`config.mk`:
```
export PLATFORM = sky130hd
export DESIGN_NAME = l0s_fts_sequencer
export DESIGN_NICKNAME = d
export VERILOG_FILES = /design/src/rtl/l0s_pkg.sv /design/src/rtl/l0s_entry_timer.sv /design/src/rtl/l0s_os_slicer.sv /design/src/rtl/l0s_fts_budget.sv /design/src/rtl/l0s_fts_sequencer.sv
export SDC_FILE = /design/constraint.sdc
export NUM_CORES = 1
export LEC_CHECK = 0
export CORE_ASPECT_RATIO = 0.75
export CORE_MARGIN = 4
export CORE_UTILIZATION = 55
export CTS_CLUSTER_SIZE = 10
export DETAILED_ROUTE_END_ITERATION = 6
export PLACE_DENSITY = 0.8
export SLEW_MARGIN = 20
export SYNTH_ARGS = -nofsm -noshare
export SYNTH_HDL_FRONTEND = slang
export SYNTH_SLANG_ARGS = --single-unit
```
`constraint.sdc`:
```
create_clock -name clk -period 11.2 [get_ports clk]
set_clock_uncertainty 0.2 [all_clocks]
set_input_delay 1.68 -clock clk [delete_from_list [all_inputs] [get_ports clk]]
set_output_delay 1.68 -clock clk [all_outputs]
set_load 0.005 [all_outputs]
```
`src/rtl/l0s_pkg.sv`:
```
// Package: shared state encoding and ordered-set geometry for the L0s sequencer.
package l0s_pkg;

    // State codes; the numeric values are visible on the top-level state port.
    typedef enum logic [2:0] {
        ST_L0   = 3'd0,
        ST_L0S  = 3'd1,
        ST_FTS  = 3'd2,
        ST_SKPI = 3'd3,
        ST_SKPF = 3'd4
    } l0s_state_e;

    // Every Gen1/Gen2 ordered set handled here spans four symbols.
    localparam int OS_SYMS = 4;

endpackage

```
`src/rtl/l0s_entry_timer.sv`:
```
// Module: l0s_entry_timer
// Counts consecutive qualifying idle cycles and flags the cycle in which the
// programmed entry latency is reached. Assumes the caller deasserts arm
// whenever the run is broken; a latency of zero behaves as one.
module l0s_entry_timer #(
    parameter int LAT_W = 12
) (
    input  logic             clk,
    input  logic             rst_n,
    input  logic             arm,
    input  logic [LAT_W-1:0] lat,
    output logic             expire
);

    logic [LAT_W-1:0] run_cnt;
    logic [LAT_W-1:0] lat_eff;

    // Clamp a zero latency to one cycle.
    always_comb lat_eff = (lat == '0) ? {{(LAT_W-1){1'b0}}, 1'b1} : lat;

    // Expire on the cycle that completes the run; >= tolerates a lowered latency.
    always_comb expire = arm && (run_cnt >= (lat_eff - 1'b1));

    // Run-length counter, cleared by any break or by expiry.
    always_ff @(posedge clk) begin
        if (!rst_n)       run_cnt <= '0;
        else if (!arm)    run_cnt <= '0;
        else if (expire)  run_cnt <= '0;
        else              run_cnt <= run_cnt + 1'b1;
    end

    AST_TIMER_CLEARS: assert property (@(posedge clk) disable iff (!rst_n)
        !arm |=> !expire || (lat_eff == {{(LAT_W-1){1'b0}}, 1'b1}));

endmodule

```
`src/rtl/l0s_os_slicer.sv`:
```
// Module: l0s_os_slicer
// Tracks the symbol position inside the current four-symbol ordered set for a
// datapath carrying SYMS symbols per clock (1, 2 or 4). Raises sop on the
// first clock and eop on the last clock of each ordered set while active.
module l0s_os_slicer
    import l0s_pkg::*;
#(
    parameter int SYMS = 2
) (
    input  logic clk,
    input  logic rst_n,
    input  logic active,
    output logic sop,
    output logic eop
);

    localparam int          LAST_POS = OS_SYMS - SYMS;
    localparam logic [1:0]  STEP     = 2'(SYMS);
    localparam logic [1:0]  LAST     = 2'(LAST_POS);

    logic [1:0] sym_pos;

    // Boundary flags derived from the symbol position.
    always_comb begin
        sop = active && (sym_pos == 2'd0);
        eop = active && (sym_pos == LAST);
    end

    // Advance by one clock's worth of symbols, wrapping at the ordered-set end.
    always_ff @(posedge clk) begin
        if (!rst_n)       sym_pos <= 2'd0;
        else if (!active) sym_pos <= 2'd0;
        else if (eop)     sym_pos <= 2'd0;
        else              sym_pos <= sym_pos + STEP;
    end

    AST_SOP_FOLLOWS_EOP: assert property (@(posedge clk) disable iff (!rst_n)
        (active && $past(active) && sop) |-> $past(eop));

endmodule

```
`src/rtl/l0s_fts_budget.sv`:
```
// Module: l0s_fts_budget
// Holds the remaining FTS count of an exit burst and the distance since the
// last interleaved SKP. Loaded once per exit; the extended-sync choice is
// latched at load so later control changes cannot alter a running burst.
module l0s_fts_budget #(
    parameter int NFTS_W  = 8,
    parameter int EXT_FTS = 4096,
    parameter int SKP_GAP = 341
) (
    input  logic              clk,
    input  logic              rst_n,
    input  logic              load,
    input  logic              ext_sync,
    input  logic [NFTS_W-1:0] n_fts,
    input  logic              fts_done,
    output logic              load_zero,
    output logic              burst_end,
    output logic              skp_due
);

    localparam int CNT_W = $clog2(EXT_FTS + 1);
    localparam int GAP_W = $clog2(SKP_GAP + 1);
    localparam logic [CNT_W-1:0] EXT_CNT  = CNT_W'(EXT_FTS);
    localparam logic [GAP_W-1:0] GAP_LAST = GAP_W'(SKP_GAP - 1);

    logic [CNT_W-1:0] remaining;
    logic [GAP_W-1:0] gap_cnt;
    logic             ext_q;
    logic             final_fts;

    // Decode the burst shape from the counters.
    always_comb begin
        load_zero = !ext_sync && (n_fts == '0);
        final_fts = (remaining == {{(CNT_W-1){1'b0}}, 1'b1});
        burst_end = fts_done && final_fts;
        skp_due   = fts_done && ext_q && (gap_cnt == GAP_LAST) && !final_fts;
    end

    // Remaining-FTS counter: load on wake, decrement per completed FTS.
    always_ff @(posedge clk) begin
        if (!rst_n)        remaining <= '0;
        else if (load)     remaining <= ext_sync ? EXT_CNT : CNT_W'(n_fts);
        else if (fts_done) remaining <= remaining - 1'b1;
    end

    // SKP spacing counter: completed FTS since the last interleaved SKP.
    always_ff @(posedge clk) begin
        if (!rst_n)        gap_cnt <= '0;
        else if (load)     gap_cnt <= '0;
        else if (fts_done) gap_cnt <= (gap_cnt == GAP_LAST) ? '0 : gap_cnt + 1'b1;
    end

    // Latch the sync mode for the whole burst.
    always_ff @(posedge clk) begin
        if (!rst_n)    ext_q <= 1'b0;
        else if (load) ext_q <= ext_sync;
    end

    AST_NO_EXTRA_FTS: assert property (@(posedge clk) disable iff (!rst_n)
        fts_done |-> (remaining != '0));

    AST_SKP_ONLY_EXT: assert property (@(posedge clk) disable iff (!rst_n)
        skp_due |-> (remaining > {{(CNT_W-1){1'b0}}, 1'b1}));

endmodule

```
`src/rtl/l0s_fts_sequencer.sv`:
```
// Module: l0s_fts_sequencer
// Transmit-side L0s controller. Enters electrical idle after a sustained idle
// period when L0s is enabled, and on a pending TLP sends an FTS burst (with
// interleaved SKPs in extended-sync mode) closed by one SKP before L0.
// Assumes SYMS is 1, 2 or 4 and that inputs are synchronous to clk.
module l0s_fts_sequencer
    import l0s_pkg::*;
#(
    parameter int SYMS    = 2,
    parameter int LAT_W   = 12,
    parameter int NFTS_W  = 8,
    parameter int EXT_FTS = 4096,
    parameter int SKP_GAP = 341
) (
    input  logic              clk,
    input  logic              rst_n,
    input  logic [7:0]        lnk_ctl,
    input  logic [NFTS_W-1:0] n_fts,
    input  logic [LAT_W-1:0]  entry_lat,
    input  logic              link_idle,
    input  logic              tlp_req,
    output logic              os_fts,
    output logic              os_skp,
    output logic              os_eidle,
    output logic              os_sop,
    output logic [2:0]        state
);

    localparam int L0S_EN_BIT = 0;
    localparam int EXT_BIT    = 7;

    l0s_state_e st, st_nxt;
    logic       arm, expire;
    logic       in_burst, sop, eop;
    logic       load, fts_done;
    logic       load_zero, burst_end, skp_due;

    // Qualify idle cycles and derive burst controls from the current state.
    always_comb begin
        arm      = (st == ST_L0) && lnk_ctl[L0S_EN_BIT] && link_idle && !tlp_req;
        in_burst = (st == ST_FTS) || (st == ST_SKPI) || (st == ST_SKPF);
        load     = (st == ST_L0S) && tlp_req;
        fts_done = (st == ST_FTS) && eop;
    end

    l0s_entry_timer #(
        .LAT_W (LAT_W)
    ) i_timer (
        .clk    (clk),
        .rst_n  (rst_n),
        .arm    (arm),
        .lat    (entry_lat),
        .expire (expire)
    );

    l0s_os_slicer #(
        .SYMS (SYMS)
    ) i_slicer (
        .clk    (clk),
        .rst_n  (rst_n),
        .active (in_burst),
        .sop    (sop),
        .eop    (eop)
    );

    l0s_fts_budget #(
        .NFTS_W  (NFTS_W),
        .EXT_FTS (EXT_FTS),
        .SKP_GAP (SKP_GAP)
    ) i_budget (
        .clk       (clk),
        .rst_n     (rst_n),
        .load      (load),
        .ext_sync  (lnk_ctl[EXT_BIT]),
        .n_fts     (n_fts),
        .fts_done  (fts_done),
        .load_zero (load_zero),
        .burst_end (burst_end),
        .skp_due   (skp_due)
    );

    // Next-state selection for the L0 / L0s / exit-burst sequence.
    always_comb begin
        st_nxt = st;
        unique case (st)
            ST_L0:   if (expire) st_nxt = ST_L0S;
            ST_L0S:  if (tlp_req) st_nxt = load_zero ? ST_SKPF : ST_FTS;
            ST_FTS:  begin
                if (burst_end)    st_nxt = ST_SKPF;
                else if (skp_due) st_nxt = ST_SKPI;
            end
            ST_SKPI: if (eop) st_nxt = ST_FTS;
            ST_SKPF: if (eop) st_nxt = ST_L0;
            default: st_nxt = ST_L0;
        endcase
    end

    // State register.
    always_ff @(posedge clk) begin
        if (!rst_n) st <= ST_L0;
        else        st <= st_nxt;
    end

    // Lane strobes decoded from the state.
    always_comb begin
        os_fts   = (st == ST_FTS);
        os_skp   = (st == ST_SKPI) || (st == ST_SKPF);
        os_eidle = (st == ST_L0S);
        os_sop   = sop;
        state    = st;
    end

    AST_NO_ENTRY_WHEN_OFF: assert property (@(posedge clk) disable iff (!rst_n)
        (st == ST_L0 && !lnk_ctl[L0S_EN_BIT]) |=> (st != ST_L0S));

    AST_L0S_HOLDS: assert property (@(posedge clk) disable iff (!rst_n)
        (st == ST_L0S && !tlp_req) |=> (st == ST_L0S));

    AST_WAKE_STARTS: assert property (@(posedge clk) disable iff (!rst_n)
        (st == ST_L0S && tlp_req) |=> ((st == ST_FTS || st == ST_SKPF) && os_sop));

    AST_SKP_BEFORE_L0: assert property (@(posedge clk) disable iff (!rst_n)
        (st == ST_L0 && $past(st) != ST_L0) |-> ($past(st) == ST_SKPF));

endmodule

```
== Word level (Yosys, flattened, before mapping) ==
Index checks and enable logic that the tools add are counted.

* Register bits after elaboration: 40

* Reductions and logical operators: 28
* Equality and inequality tests: 12
* Mux-type cells: 13
* $lt $le $gt $ge: 1
* Add/sub/neg operators: 5
* Bitwise gates (word level): 3

{| class="wikitable"
|+ Operator list
! operator !! number
|-
| two-way mux 13 bit || 3
|-
| two-way mux 3 bit || 7
|-
| case mux 3 bit (5 select lines) || 1
|-
| == test 13 x 1 -> 1 bit, second input constant || 1
|-
| logical AND 1 bit || 13
|-
| subtractor 13 x 1 -> 13 bit, second input constant || 1
|-
| adder 12 x 1 -> 12 bit, second input constant || 1
|-
| >= comparator 12 bit || 1
|-
| logical NOT 12 bit || 1
|-
| two-way mux 12 bit || 1
|-
| subtractor 12 x 1 -> 12 bit, second input constant || 1
|-
| adder 9 x 1 -> 9 bit, second input constant || 1
|-
| == test 9 bit, second input constant || 1
|-
| two-way mux 9 bit || 1
|-
| logical NOT 8 bit || 1
|-
| inequality test 2 bit, second input constant || 4
|-
| == test 3 x 2 -> 1 bit, second input constant || 2
|-
| OR reduction 3 bit || 2
|-
| AND reduction 5 bit || 1
|-
| == test 3 x 1 -> 1 bit, second input constant || 1
|-
| == test 3 bit, second input constant || 1
|-
| logical NOT 1 bit || 3
|-
| logical NOT 3 bit || 1
|-
| logical OR 1 bit || 3
|-
| other kinds (7) || 9
|}

== Logic depth before layout (Yosys ltp) ==
* Depth after elaboration: 11
* Mapped depth: 16

== Modules after synthesis ==
Synthesis repeated with hierarchy kept, for this count alone.

* Cells, all modules: 310
* Area, all modules: 2616.3 um^2

{| class="wikitable"
|+ Modules (own cells, without submodules)
! module !! seq. area each (um^2) !! instances !! cells an instance !! area each (um^2)
|-
| l0s_fts_budget || 460.4 || 1 || 154 || 1327.5
|-
| l0s_entry_timer || 240.2 || 1 || 119 || 983.4
|-
| l0s_fts_sequencer || 60.1 || 1 || 33 || 259.0
|-
| l0s_os_slicer || 20.0 || 1 || 4 || 46.3
|}

== Worst setup path before layout ==
OpenSTA, ideal clock, no wires.

* Path kind: in2reg
* Start point: input port entry_lat[7]
* End point: register i_timer.run_cnt[3]
* Data required time: 10.936 ns
* Slack: 6.408 ns
* Setup time: 0.064 ns
* Arrival: 4.528 ns
* Stages: 15
* Path through: nor4_1 -> nor4bb_1 -> a21oi_1 -> ha_1 -> nand2_1 -> nor3_1 -> nand2_1 -> xor2_1 -> ha_1 -> nor2b_1 -> o21ai_0 -> o211ai_2 -> or4_4 -> buf_6 -> nor2_1

* Longest elaborated chain between the ends: 6

{| class="wikitable"
|+ Ends and longest elaborated chain
! what !! RTL line !! text
|-
| start: declaration || l0s_fts_sequencer.sv:19 || <nowiki>input logic [LAT_W-1:0] entry_lat,</nowiki>
|-
| logical NOT 12 bit || l0s_entry_timer.sv:19 || <nowiki>always_comb lat_eff = (lat == '0) ? {{(LAT_W-1){1'b0}}, 1'b1} : lat;</nowiki>
|-
| two-way mux 12 bit (*) || l0s_entry_timer.sv:19 ||
|-
| subtractor 12 x 1 -> 12 bit (*) || l0s_entry_timer.sv:22 || <nowiki>always_comb expire = arm && (run_cnt >= (lat_eff - 1'b1));</nowiki>
|-
| >= comparator 12 bit (*) || l0s_entry_timer.sv:22 ||
|-
| logical AND 1 bit (*) || l0s_entry_timer.sv:22 ||
|-
| OR reduction 3 bit (no line) (*) || n/a ||
|-
| end signal: assignment || l0s_entry_timer.sv:29 || <nowiki>else run_cnt <= run_cnt + 1'b1;</nowiki>
|-
| end: declaration || l0s_entry_timer.sv:15 || <nowiki>logic [LAT_W-1:0] run_cnt;</nowiki>
|}

Every way passes the cells marked *; elsewhere a longest branch is shown, timed or not.
A chain may end at the register's enable or synchronous reset.

== Worst setup path in the final report ==
* Start point: input port entry_lat[6]
* End point: register i_timer.run_cnt[4]

The elaborated chain is that of the path after synthesis.

==> flow_summary.ini <==
[outcome]
status = complete, no violations

[finish]
nets = 380
syn_to_final_growth_pct = 19.62
drive_gt1_share_pct = 4.834
antennaDiodeCount = 0

[setup_path]
critPathKind = input port to flip-flop
critPathLaunchType = input port
cp_max_fo = 12
cp-end-kind = flip-flop
worstPathArrival_ns = 5.49
worstPathRequired_ns = 11.23

[clock_network]
cts_hold_buf = 0
root_buffer = clkbuf_8
clock_sinks = 39
cts_made_buffers = 5
clockBufferDepth = 2
post_cts.repair.setup_buffers = 0
ctsHtreeMaxLevel = 2
clkTransAtPathRegs_ns = 0.07
clock_latency_ns = 0.29
cts-resized-gates = 0
cts_tree = done

[sta]
timing.final.crit_share_pct = 48.74
hold_viol = 0
fin_hold_ws_ns = 0.2682
setup_viol = 0
fmax_mhz = 183.2
slew_headroom_pct = 58.78
drv_slew = 0
worst_pin_slew_ns = 0.6127
tns_ns = 0
post-route-min-period_ns = 5.459
grt_setup_unrepaired = no
worst_slack_ns = 5.741

[yosys]
synth_top_cell_by_area = dfxtp_1
yosys_warnings = 0
synth.area.top_cells = dfxtp_1 (33%), ha_1 (9.4%), nor2_1 (9.1%), xnor2_1 (6.6%), xor2_1 (6.6%)
synthDominantCellAreaShare_pct = 32.74
synth_seq_area_share_pct = 32.74
yosysUniqueCellTypes = 44
synthFlopType = dfxtp_1
syn_avg_cell_area_sq_um = 8.030
synth_most_common_cell = nor2_1
synth_edf_count = 0
postSynthNetCount = 347
synth_seq_cells = 39
ys_top_cells_by_count = nor2_1 (58), dfxtp_1 (39), nand2_1 (23), a21oi_1 (22)
syn_area_sq_um = 2385
syn_inst = 297
synth-async-reset-ratio_pct = 0

[routing]
vias = 2106
via_per_inst = 5.456
postRouteAntennaNets = 0
wl_per_cell_um = 12.91
drtPass1Iterations = 4
drtIter0Drc = 102
drt-total-wl_mm = 4.983
remaining_drc_errors = 0

[floorplan]
initial_core_util_pct = 58.11
die_h_um = 65.03
rows = 20
ios = 39
dieArea_sq_um = 5464
fp.dieW_um = 84.04
core_area_sq_um = 4104

[power_and_ir_drop]
ir_worst_vdd_v = 0.00007477
leakage_uw = 0.001042
pwr_density_cell_nw_per_um2 = 98.77

[grt]
first_global_vias = 1934
grt_pass1_wl_mm = 8.880
grt_usage_pct = 19.83
grt_overflow_total = 0
antenna_found_initial = 0
grt_max_degree = 20

[worst_hold_path]
hold_path.class = flip-flop to flip-flop

[placement]
place.gp.congestion = 0.8397
place_ws_ns = 5.477
port_buffers = 32
dpl.hpwl_mm = 3.790

[run]
drv_cap = 0
==> cell usage in the layout, fill, tap and decap left out, types with 3 or more instances in the layout <==
master,netlist,layout
nor3_1,9,9
nand4_1,9,9
nand3_1,9,9
nor2_1,58,58
a21oi_1,22,22
a211oi_1,4,4
clkdlybuf4s50_1,0,32
ha_1,18,18
o21ai_0,7,7
and2_1,3,3
nor4_1,6,6
nor3b_1,6,6
inv_1,12,12
clkbuf_8,0,6
dfxtp_1,39,39
xor2_1,18,18
nand2_1,23,23
xnor2_1,18,18
==> registers in the layout, indices dropped and copies added (netlist names) <==
| signal | count |
|---|---|
| i_slicer.sym_pos | 1 |
| i_budget.gap_cnt | 9 |
| state | 3 |
| i_timer.run_cnt | 12 |
| i_budget.ext_q | 1 |
| i_budget.remaining | 13 |
==> metal layers <==
layer	GRT usage, %	share of wire, %	up-vias	routed length [um]
li1	-	-	1101	-
met1	29.74	53	934	2637
met2	27.56	40	62	2001
met3	4.193	5.5	9	276
met4	7.028	1.4	0	68
met5	0	0	-	0
==> path summary, 6_finish.rpt <==
kind | from | end | slack [ns] | depth (start not counted)
worst max-delay path | entry_lat[6] | i_timer.run_cnt[4] | 5.74 | 15
worst min-delay path | i_timer.run_cnt[0] | i_timer.run_cnt[0] | 0.27 | 1
worst max register to register | i_timer.run_cnt[2] | i_timer.run_cnt[4] | 8.79 | 7
worst min register to register | i_timer.run_cnt[0] | i_timer.run_cnt[0] | 0.27 | 1
==> metrics by stage <==
stage | instances | instance area (sq um) | power [uW] | util (%)
after global placement | 378 | 2735 | 163.7 | 66.65
after global routing | 386 | 2853 | 292.1 | 69.51
after CTS | 386 | 2853 | 285.3 | 69.51
after floorplan | 297 | 2385 | 151.3 | -
final | 386 | 2853 | 281.8 | 69.51
after detailed placement | 378 | 2735 | 164.3 | 66.65
==> critical path, stage by stage <==
cell,delay [ns]
clkdlybuf4s50_1,0.51
nor4_1,0.47
nor4bb_1,0.52
a21oi_1,0.17
ha_1,0.25
nand2_1,0.10
nor3_1,0.10
nand2_1,0.09
xor2_1,0.14
ha_1,0.25
nor2b_1,0.13
o21ai_0,0.20
o211ai_2,0.15
or4_4,0.60
nor2_1,0.13
==> cell families after synthesis <==
family / count (synthesis) / share of synthesized area [%]
compound gates: 43 / 10.91
xor+xnor: 36 / 13.22
fa+ha+maj: 18 / 9.444
buf+inv: 18 / 3.515
flops: 39 / 32.74
mux: 1 / 0.4722
simple gates: 142 / 29.70
==> power breakdown <==
part,switching [uW],total (uW),internal (uW)
combinational,9.97,22.3,12.4
clock,48.6,121,72.0
sequential,0.115,139,139
total,58.7,282,223
==> final cells by class <==
cell class / count / area (sq um)
Tap cell: 55 / 68.82
Clock inverter: 2 / 35.03
Multi-Input combinational cell: 240 / 1520
Sequential cell: 39 / 780.7
Timing Repair Buffer: 32 / 320.3
Fill cell: 332 / 1251
Clock buffer: 6 / 82.58
Inverter: 12 / 45.04
No activity file was read; power rests on OpenSTA's default activity.
